==> src/rtl/pps_burst_gate.sv <==
module pps_burst_gate #(
  parameter int CW     = 16,
  parameter int SYNC   = 2,
  parameter bit RETIME = 1'b1
) (
  input  logic          clk,
  input  logic          rst,
  input  logic          pps_in,
  input  logic          strobe_in,
  input  logic          fast_src_in,
  input  logic          slow_src_in,
  input  logic          mode_in,
  output logic          burst_out,
  output logic [CW-1:0] pulse_count
);

  logic [SYNC-1:0] pps_sy, stb_sy, fst_sy, slw_sy;
  logic pps_s, stb_s, fst_s, slw_s;
  logic mode_q, mode_nx;
  logic ph, ph_d, ph_rise, ph_fall;
  logic stb_d, stb_rise, pending, shift;
  logic sr0, sr1, win, burst_raw;
  logic [CW-1:0] cnt;

  assign pps_s = pps_sy[SYNC-1];
  assign stb_s = stb_sy[SYNC-1];
  assign fst_s = fst_sy[SYNC-1];
  assign slw_s = slw_sy[SYNC-1];

  assign ph       = mode_q ? ~slw_s : fst_s;
  assign ph_rise  = ph & ~ph_d;
  assign ph_fall  = ~ph & ph_d;
  assign stb_rise = stb_s & ~stb_d;
  assign shift    = ph_rise & pending;
  assign win      = sr0 & ~sr1;
  assign burst_raw = win & ~ph;
  assign mode_nx  = (win | shift) ? mode_q : mode_in;

  always_ff @(posedge clk) begin
    if (rst) begin
      pps_sy      <= '0;
      stb_sy      <= '0;
      fst_sy      <= '0;
      slw_sy      <= '0;
      stb_d       <= 1'b0;
      mode_q      <= 1'b0;
      ph_d        <= 1'b0;
      pending     <= 1'b0;
      sr0         <= 1'b0;
      sr1         <= 1'b0;
      cnt         <= '0;
      pulse_count <= '0;
    end else begin
      pps_sy  <= {pps_sy[SYNC-2:0], pps_in};
      stb_sy  <= {stb_sy[SYNC-2:0], strobe_in};
      fst_sy  <= {fst_sy[SYNC-2:0], fast_src_in};
      slw_sy  <= {slw_sy[SYNC-2:0], slow_src_in};
      stb_d   <= stb_s;
      mode_q  <= mode_nx;
      ph_d    <= mode_nx ? ~slw_s : fst_s;
      pending <= stb_rise | (pending & ~shift);
      if (shift) begin
        sr0 <= pps_s;
        sr1 <= sr0;
        if (pps_s & ~sr0) cnt <= '0;
        if (win) pulse_count <= cnt;
      end else if (win & ph_fall & ~&cnt) begin
        cnt <= cnt + 1'b1;
      end
    end
  end

  if (RETIME) begin : g_retime
    logic burst_q;
    always_ff @(posedge clk) begin
      if (rst) burst_q <= 1'b0;
      else     burst_q <= burst_raw;
    end
    assign burst_out = burst_q;
  end else begin : g_direct
    assign burst_out = burst_raw;
  end

endmodule

==> config.mk <==
export PLATFORM = sky130hd
export DESIGN_NAME = pps_burst_gate
export DESIGN_NICKNAME = d
export VERILOG_FILES = /design/src/rtl/pps_burst_gate.sv
export SDC_FILE = /design/constraint.sdc
export NUM_CORES = 1
export LEC_CHECK = 0
export BUFFER_PORTS_ARGS = -buffer_cell sky130_fd_sc_hd__buf_2
export CORE_ASPECT_RATIO = 1.2
export CORE_MARGIN = 2
export CORE_UTILIZATION = 40
export DETAILED_ROUTE_END_ITERATION = 6
export SLEW_MARGIN = 20
export SYNTH_ARGS = -nofsm -noshare
export SYNTH_HDL_FRONTEND = slang
export SYNTH_SLANG_ARGS = --single-unit
==> constraint.sdc <==
create_clock -name clk -period 4.07 [get_ports clk]
set_clock_uncertainty 0.15 [all_clocks]
set_input_delay 0.2035 -clock clk [delete_from_list [all_inputs] [get_ports clk]]
set_output_delay 0.2035 -clock clk [all_outputs]
set_load 0.01 [all_outputs]
==> results of run 1 <==
-- critical path: stages, from the launching register on --
cell and delay [ns]:
dfxtp_1 0.32, and2_0 0.24, nor3_1 0.20, buf_4 0.21, nand3_1 0.72, mux2i_1 0.38, nor2_1 0.06
-- routing by layer --
| layer | global-route usage (%) | vias to the layer above |
|---|---|---|
| met5 | 0 | - |
| met4 | 5.69 | 0 |
| met3 | 5.07 | 5 |
| met2 | 26.5 | 31 |
| met1 | 20.3 | 782 |
| li1 | - | 827 |
-- final timing paths --
kind | slack, ns | endpoint | start
hold / removal | 0.06 | mode_q | mode_in
setup / recovery | 1.64 | pulse_count[9] | slw_sy[1]
hold reg to reg | 0.29 | pps_sy[1] | pps_sy[0]
setup reg to reg | 1.64 | pulse_count[9] | slw_sy[1]
-- through the flow --
| stage | cells | cell area, sq um | hold slack, ns | setup WS [ns] |
|---|---|---|---|---|
| floorplan | 213 | 2020 | 0.182 | 2.03 |
| finish | 297 | 2300 | 0.0584 | 1.64 |
| CTS | 297 | 2300 | 0.0553 | 1.51 |
| global placement | 285 | 2160 | 0.266 | 1.58 |
| global route | 297 | 2300 | 0.106 | 1.24 |
| detailed placement | 285 | 2160 | 0.274 | 1.55 |
-- what timing repair did --
item                                   4_1_cts  5_1_grt
buffers inserted                             0        0
endpoints found under the hold margin        4        0
setup endpoints to repair                    0        0
hold buffers                                 4        0
-- registers in the layout, summed over array words and instances (netlist names) --
register,flops
ph_d,1
mode_q,1
slw_sy,2
cnt,16
sr0,1
pulse_count,16
stb_d,1
stb_sy,2
fst_sy,2
pps_sy,2
burst_out,1
pending,1
sr1,1
-- cell type report --
| class | count | share of cell area (%) |
|---|---|---|
| inverters | 5 | 0.814 |
| well taps | 60 | 3.26 |
| multi-input cells | 149 | 43.7 |
| repair buffers | 28 | 7.06 |
| flip-flops and latches | 47 | 40.8 |
| clock buffers | 8 | 4.34 |
-- power by group through the flow --
stage / Clock [W] / Combinational, W / Sequential, W
after floorplan: 0 / 0.0000186 / 0.000478
final: 0.000301 / 0.0000289 / 0.000468
after detailed placement: 0 / 0.0000262 / 0.000479
after global placement: 0 / 0.0000259 / 0.000479
after CTS: 0.000312 / 0.0000292 / 0.000468
after global routing: 0.000336 / 0.0000319 / 0.000470
-- placed cells by master, fill, tap and decap left out, types with 2 or more instances in the layout --
cell type      instances
dfxtp_1               47
nor2_1                26
buf_2                 23
mux2i_1               17
nand2_1               11
nor2b_1                9
a21oi_1                8
clkbuf_8               7
a311oi_1               6
a31oi_1                6
inv_1                  5
nor3_1                 5
o211ai_1               5
o21ai_0                5
nand2b_1               4
nand3_1                4
nand4_1                4
dlygate4sd3_1          4
and3_1                 3
and4_1                 2
a31o_2                 2
nor4_1                 2
o211a_1                2
o221a_2                2
o31ai_1                2
-- kinds of logic after synthesis --
| logic type | after synthesis |
|---|---|
| AO/OA/AOI/OAI | 49 |
| adder cells (fa/ha/maj) | 1 |
| buffers and inverters | 17 |
| flip-flops | 47 |
| multiplexers | 18 |
| AND/OR/NAND/NOR | 81 |
==> run metrics, run 1 <==
post-synthesis sequential area ratio between 40% and 50%; Routed Antenna Nets 0; clk_lat worst skew 0.30 ns; critical path peak fanout 16; Syn. warnings 0; # clock sinks 47; IO Port Bufs 23; Final min period approximately 2.4 ns; Sequential Power Share a little under 60%; number of global-route vias before repair 1486; Max Buffers Root-to-Sink 2; full die area roughly 5600 sq um; top-area cell type share of the netlist area between 40% and 50%; routed length per instance approximately 14 um; synth cell count leaders 47 x dfxtp_1, 26 x nor2_1, 17 x mux2i_1, 11 x nand2_1, 9 x nor2b_1; reg2reg path depth 6; CTS-repair resized insts 0; CTS buffer count 5; Clock power frac 37.7%; top_reg_cell synth dfxtp_1; cell accounting for the most synthesized area dfxtp_1; # DRC 0; first-pass GRT wire length roughly 6.8 mm; first-pass detailed-route iteration total 4; drt via density ~5.5; Mapped Area 2020 sq um; Post-Synth Adder-Cell Area 0.621%; filler cell count 499; FMAX between 0.4 and 0.5 GHz; Final Util a little under half; WL met3 183 um; RSZ-0062 raised after global routing false; total gr overflow 0; Worst-path clk slew approximately 0.080 ns; most common cell in the netlist dfxtp_1; largest family of logic cells by synthesized area simple AND/OR/NAND/NOR gates; initial antenna violation count 0; ys async rst share 0%; Ports 24; max cap viols 0; Syn Inst Count 213; gpl congestion a little over 0.8; Cell Rows 28; total power per unit cell area approximately 350 nW/um^2; routed vias around 1.6k; antenna fix cells 0; Avg Cell Area, Syn ~9.5 sq um; Cell variety after synth 49; status completed; mux share of post-synthesis cell area approximately 9%; post-synth net total ~220; P&R area growth vs syn 14.3%; detailed placement HPWL between 2 and 3 mm; CTS tree yes; Int Power between 0.0006 and 0.0007 W; actual slew at the worst max-slew pin approximately 1 ns; Max-slew headroom about a third; synthesized flop and latch total between 40 and 50; VDD IR max 185 uV; CP Capture Type flop; Met1 Routed Length roughly 2.0 mm; switching share of power between 20% and 30%; leakage dissipation roughly 1 nW; Synth Area in Compound Gates between 15 and 20%; final critical-path share of the clock period approximately 60%; Max Used Layer met4; Post-Synth XOR/XNOR Area 0%; largest net degree at the start of global routing 43; starting density of the core 41.1%; total power 0.000798 W; worst hold path type in2reg; H-tree Lvls 2; worst endpoint required time around 4.1 ns; WL met2 1.93 mm; total negative setup slack 0 ns; number of synthesized flops with an enable pin 0; core area 4900 sq um; Sw Pwr around 0.00017 W; max-slew violations 0; critical path arrival between 2 and 2.5 ns; share of layout cells above drive strength 1 19.0%; Tot GR Track Use between 15 and 20%; Die X 68.8 um; CP Class reg2reg; clk root buf clkbuf_8; Hold Crit Depth 3; Setup-failing EPs final 0; Simple-Gate Fraction of Synth Area around 22%; DRC marker count from the first detailed-route iteration ~70; CP Launch Type flop; Post-Route WL 4.10 mm; FF+latch area roughly 940 sq um; Final Net Count around 240; Comb power frac under 10%; top cells by area, synth dfxtp_1 47%, mux2i_1 8.4%, nor2_1 4.8%; die height between 80 and 90 um; multi-input logic area 1010 sq um; final hold violations 0
Power figures use the tool's default switching activity.
==> inputs of run 2 (changes only) <==
Clock period 4.07 ns to 2.3 ns, I/O delays scaled along.
==> run metrics, run 2 (same netlist as run 1, synthesis figures left out) <==
Die X 68.8 um (unchanged); share of layout cells above drive strength 1 21.1% (+2.1 points); max-slew violations 0 (unchanged); # DRC 0 (unchanged); total power per unit cell area 580 nW/um^2 (+68%); critical path peak fanout 9 (-7); CTS buffer count 5 (unchanged); DRC marker count from the first detailed-route iteration 87 (+23%); commonest cells after routing, fill and taps aside 47 x dfxtp_1, 26 x nor2_1, 23 x buf_2, 17 x mux2i_1, 11 x nand2_1; drt via density 5.53 (-0.20%); RSZ-0062 raised after global routing false; DP Area 2230 sq um (+3.1%); CP Capture Type flop; Worst R2R Setup Slack 0.18 ns (-1.46 ns); Max-slew headroom 70.1% (+38 points); P&R area growth vs syn 16.9%; antenna fix cells 0 (unchanged); largest net degree at the start of global routing 23 (-47%); worst endpoint required time 2.37 ns (-1.71 ns); gpl congestion 0.857 (+5.8%); # clock sinks 47 (unchanged); max cap viols 0 (unchanged); core area 4900 sq um (unchanged); reg2reg path depth 6 (unchanged); Max Buffers Root-to-Sink 2 (unchanged); Largest regs cnt: 16 flops, pulse_count: 16 flops; Tot GR Track Use 17.5% (+1.1 points); crit path buf inv count 1 (unchanged); Slowest-stage cell, CP dfxtp_1; multi-input logic area 1000 sq um (-0.62%); Post-Route WL 4.40 mm (+7.3%); Cell Rows 28 (unchanged); Worst-path clk slew 0.09 ns (about the same); routed length per instance 14.3 um (+3.8%); Final min period 2.12 ns (-0.307 ns); Final Net Count 254 (+4.1%); VDD IR max 327 uV (+76%); leakage dissipation 1.05 nW (+3.9%); detailed placement HPWL 3.00 mm (+8.4%); final critical-path share of the clock period 92.3% (+33 points); routed vias 1697 (+3.2%); initial antenna violation count 0 (unchanged); number of global-route vias before repair 1565 (+5.3%); FMAX 0.471 GHz (+14%); CP startpoint cnt[1]; IO Port Bufs 23 (unchanged); Largest stage delay, worst path 0.42 ns (-0.30 ns); Routed Antenna Nets 0 (unchanged); filler cell count 509 (+2.0%); total gr overflow 0 (unchanged); full die area 5630 sq um (unchanged); CTS-repair resized insts 0 (unchanged); critical path arrival 2.19 ns (-0.25 ns); worst flop-to-flop path endpoint cnt[3]; CTS tree yes; final instance area 2360 sq um (+2.3%); worst hold path type in2reg; commonest non-fill, non-tap cell in the layout dfxtp_1; post-route insts no fill 307 (+3.4%); actual slew at the worst max-slew pin 0.448 ns (-0.570 ns); status completed; die height 81.8 um (unchanged); Post-Place Cells 294 (+3.2%); crit path to cnt[3]; FF+latch area 941 sq um (unchanged); clk root buf clkbuf_8; first-pass GRT wire length 7.34 mm (+7.4%); Final Util 48.1% (+1.1 points); critical path, cell by cell ha_1 > nand3_2 > nor4_4 > buf_4 > o21ai_2 > a311oi_1; delay-heaviest family, CP simple AND/OR/NAND/NOR gates; H-tree Lvls 2 (unchanged); final hold violations 0 (unchanged); total negative setup slack 0 ns (unchanged); # hold bufs at CTS 5 (+1); Setup-failing EPs final 0 (unchanged); CP Class reg2reg; Ports 24 (unchanged); WP depth 6 (unchanged); Hold Crit Start rst; clk_lat worst skew 0.30 ns (about the same); CP Launch Type flop; Post CTS Setup Buffer Count 0 (unchanged); first-pass detailed-route iteration total 4 (unchanged); starting density of the core 41.1% (unchanged); FF-to-FF Start cnt[1]
[run 2: changes by cell type in the layout (fill, tap and decap cells not counted), sizes merged]
cell,previous run,this run
clkbuf,8,7
buf,24,33
dlygate4sd3,4,5
clkinv,0,1
[run 2: worst reg2reg max path, stage by stage (launching register included)]
cell and delay, ns:
dfxtp_1 0.42, ha_1 0.26, nand3_2 0.16, nor4_4 0.41, buf_4 0.21, o21ai_2 0.15
a311oi_1 0.29
[run 2: layer usage]
| metal | global-route usage, % | vias up | part of all wire, % |
|---|---|---|---|
| met4 | 7.65 | 0 | 2.3 |
| met5 | 0 | - | 0 |
| li1 | - | 854 | - |
| met2 | 27.9 | 41 | 46 |
| met3 | 3.70 | 10 | 3.7 |
| met1 | 22.6 | 792 | 48 |
[run 2: final cells by class]
cell class / count / area share (%)
clock buffer: 7 / 3.24
clock inverter: 1 / 0.212
inverter: 5 / 0.796
multi-input combinational: 149 / 42.5
sequential: 47 / 39.9
tap: 60 / 3.18
timing repair buffer: 38 / 10.2
[run 2: stage by stage]
stage / hold WS, ns / setup WS, ns / power, W
2_1_floorplan: 0.0932 / 0.264 / 0.000879
3_3_place_gp: 0.177 / 0.243 / 0.000896
3_5_place_dp: 0.185 / 0.198 / 0.000897
4_1_cts: 0.0660 / 0.174 / 0.00138
5_1_grt: 0.0827 / 0.0340 / 0.00143
6_report: 0.0512 / 0.177 / 0.00137
[run 2: how the worst min path moves through the flow]
stage | to | slack, ns | cells past startpoint
finish | pulse_count[12] | 0.05 | 2
global route | pulse_count[12] | 0.08 | 2
CTS | pulse_count[12] | 0.07 | 2
detailed placement | pps_sy[0] | 0.18 | 2
global placement | pps_sy[0] | 0.18 | 2
floorplan | fst_sy[0] | 0.09 | 1
[run 2: report_power, final]
group,internal [W],switching (W),leakage [nW],total [W]
registers,0.000823,0.00000491,0.381,0.000828
clock network,0.000214,0.000271,0.0422,0.000484
logic,0.0000236,0.0000307,0.624,0.0000542
==> inputs of run 3 (changes only) <==
Settings changed: PLACE_DENSITY set to 0.66.
Clock period 2.3 ns to 2.1 ns, I/O delays scaled along.
==> run metrics, run 3 (same netlist as run 1, synthesis figures left out) <==
commonest cells after routing, fill and taps aside 47 x dfxtp_1, 25 x nor2_1, 23 x buf_2, 19 x buf_4, 17 x mux2i_1; total negative setup slack 0 ns (unchanged); VDD IR max 326 uV (-0.19%); critical path peak fanout 8 (-1); actual slew at the worst max-slew pin 0.405 ns (-0.0426 ns); final hold violations 0 (unchanged); max-slew violations 0 (unchanged); Worst R2R Setup Slack 0.15 ns (-0.03 ns); final worst slack 0.151 ns (-0.0258 ns); Setup-failing EPs final 0 (unchanged); Largest regs cnt: 16 flops, pulse_count: 16 flops; antenna fix cells 0 (unchanged); gpl congestion 0.916 (+6.8%); max cap viols 0 (unchanged); CP Launch Type flop; Final min period 1.95 ns (-0.174 ns); number of global-route vias before repair 1612 (+3.0%); worst hold margin 0.295 ns (+0.244 ns); P&R area growth vs syn 23.5%; Routed Antenna Nets 0 (unchanged); post-route insts no fill 317 (+3.3%); FF-to-FF Start cnt[12]; H-tree Lvls 2 (unchanged); first-pass GRT wire length 7.26 mm (-1.1%); DRC marker count from the first detailed-route iteration 122 (+40%); starting density of the core 41.1% (unchanged); Ports 24 (unchanged); clk root buf clkbuf_8; Tot GR Track Use 17.2% (-0.32 points); total power per unit cell area 656 nW/um^2 (+13%); reg2reg path depth 6 (unchanged); routed vias 1738 (+2.4%); # clock sinks 47 (unchanged); CP Capture Type flop; Cell Rows 28 (unchanged); Post-Place Setup Slack 0.0694 ns (-0.128 ns); total gr overflow 0 (unchanged); final critical-path share of the clock period 92.8% (+0.50 points); share of layout cells above drive strength 1 25.7% (+4.6 points); RSZ-0062 raised after global routing false; largest net degree at the start of global routing 24 (+4.3%); Max-slew headroom 72.8% (+2.6 points); status completed; CTS tree yes; worst endpoint required time 2.16 ns (-0.21 ns); # DRC 0 (unchanged); worst flop-to-flop path endpoint cnt[3]; Hold Crit Start pps_sy[0]; FMAX 0.513 GHz (+8.9%); Worst-path clk slew 0.09 ns (about the same); Max Buffers Root-to-Sink 2 (unchanged); first-pass detailed-route iteration total 4 (unchanged); full die area 5630 sq um (unchanged); CP startpoint cnt[12]; clk_lat worst skew 0.30 ns (about the same); leakage dissipation 1.12 nW (+6.7%); crit path to cnt[3]; IO Port Bufs 23 (unchanged); drt via density 5.48 (-0.81%); Post-Route WL 4.38 mm (-0.36%); die height 81.8 um (unchanged); CP Class reg2reg; commonest non-fill, non-tap cell in the layout dfxtp_1; Die X 68.8 um (unchanged); worst hold path type reg2reg; CTS buffer count 5 (unchanged); Post-Place Cells 302 (+2.7%); core area 4900 sq um (unchanged); Final Net Count 264 (+3.9%); routed length per instance 13.8 um (-3.5%); detailed placement HPWL 2.98 mm (-0.72%); critical path arrival 2.01 ns (-0.18 ns); initial antenna violation count 0 (unchanged)
==> run 3: changes by cell type in the layout (fill, tap and decap cells not counted), sizes merged <==
cell | before | now
buf | 33 | 42
bufinv | 0 | 1
clkinv | 1 | 2
dlygate4sd3 | 5 | 6
clkbuf | 7 | 5
==> run 3: through the flow <==
step | total power, W | util [%] | instance area, sq um
finish | 0.00163 | 50.7 | 2490
global route | 0.00169 | 50.7 | 2490
CTS | 0.00165 | 50.1 | 2460
detailed placement | 0.000984 | 46.6 | 2290
global placement | 0.000983 | 46.6 | 2290
floorplan | 0.000963 | - | 2020
==> run 3: worst min path at each step <==
| stage | cells past startpoint | slack (ns) | to |
|---|---|---|---|
| floorplan | 1 | 0.08 | fst_sy[0] |
| global placement | 2 | 0.16 | stb_sy[0] |
| detailed placement | 2 | 0.17 | stb_sy[0] |
| CTS | 1 | 0.30 | pps_sy[1] |
| global route | 1 | 0.32 | pps_sy[1] |
| finish | 1 | 0.30 | pps_sy[1] |
==> run 3: repair_timing <==
item / 4_1_cts / 5_1_grt
endpoints found under the setup margin: 0 / 11
endpoints found under the hold margin: 6 / 0
hold buffers: 6 / 0
setup buffers: 0 / 1
resized for setup: 0 / 4
==> run 3: where the power goes <==
group          total (W)  internal, W  switching (W)  leakage (nW)
Clock           0.000658     0.000354       0.000304        0.0581
Sequential      0.000908     0.000902     0.00000578         0.381
Combinational  0.0000653    0.0000294      0.0000359         0.678
==> run 3: area by class of cell <==
cell class	instances	area [sq um]
Clock inverter	3	43.8
Fill cell	488	2420
Inverter	5	18.8
Multi-Input combinational cell	149	1020
Clock buffer	5	68.8
Tap cell	60	75.1
Sequential cell	47	941
Timing Repair Buffer	48	318
==> run 3: per-layer routing <==
metal  up-vias  global-route usage (%)  routed length (um)
li1        868                       -                   -
met1       824                    20.8                1970
met2        41                    29.0                2160
met3         5                    4.25                 186
met4         0                    6.47                  61
met5         -                       0                   0
==> run 3: worst max-delay path, cell delays in order, from the launching register on <==
cell	delay, ns
dfxtp_1	0.45
nand4_1	0.22
nor4_4	0.33
buf_4	0.17
nor2_4	0.05
a41o_1	0.24
a311oi_1	0.25
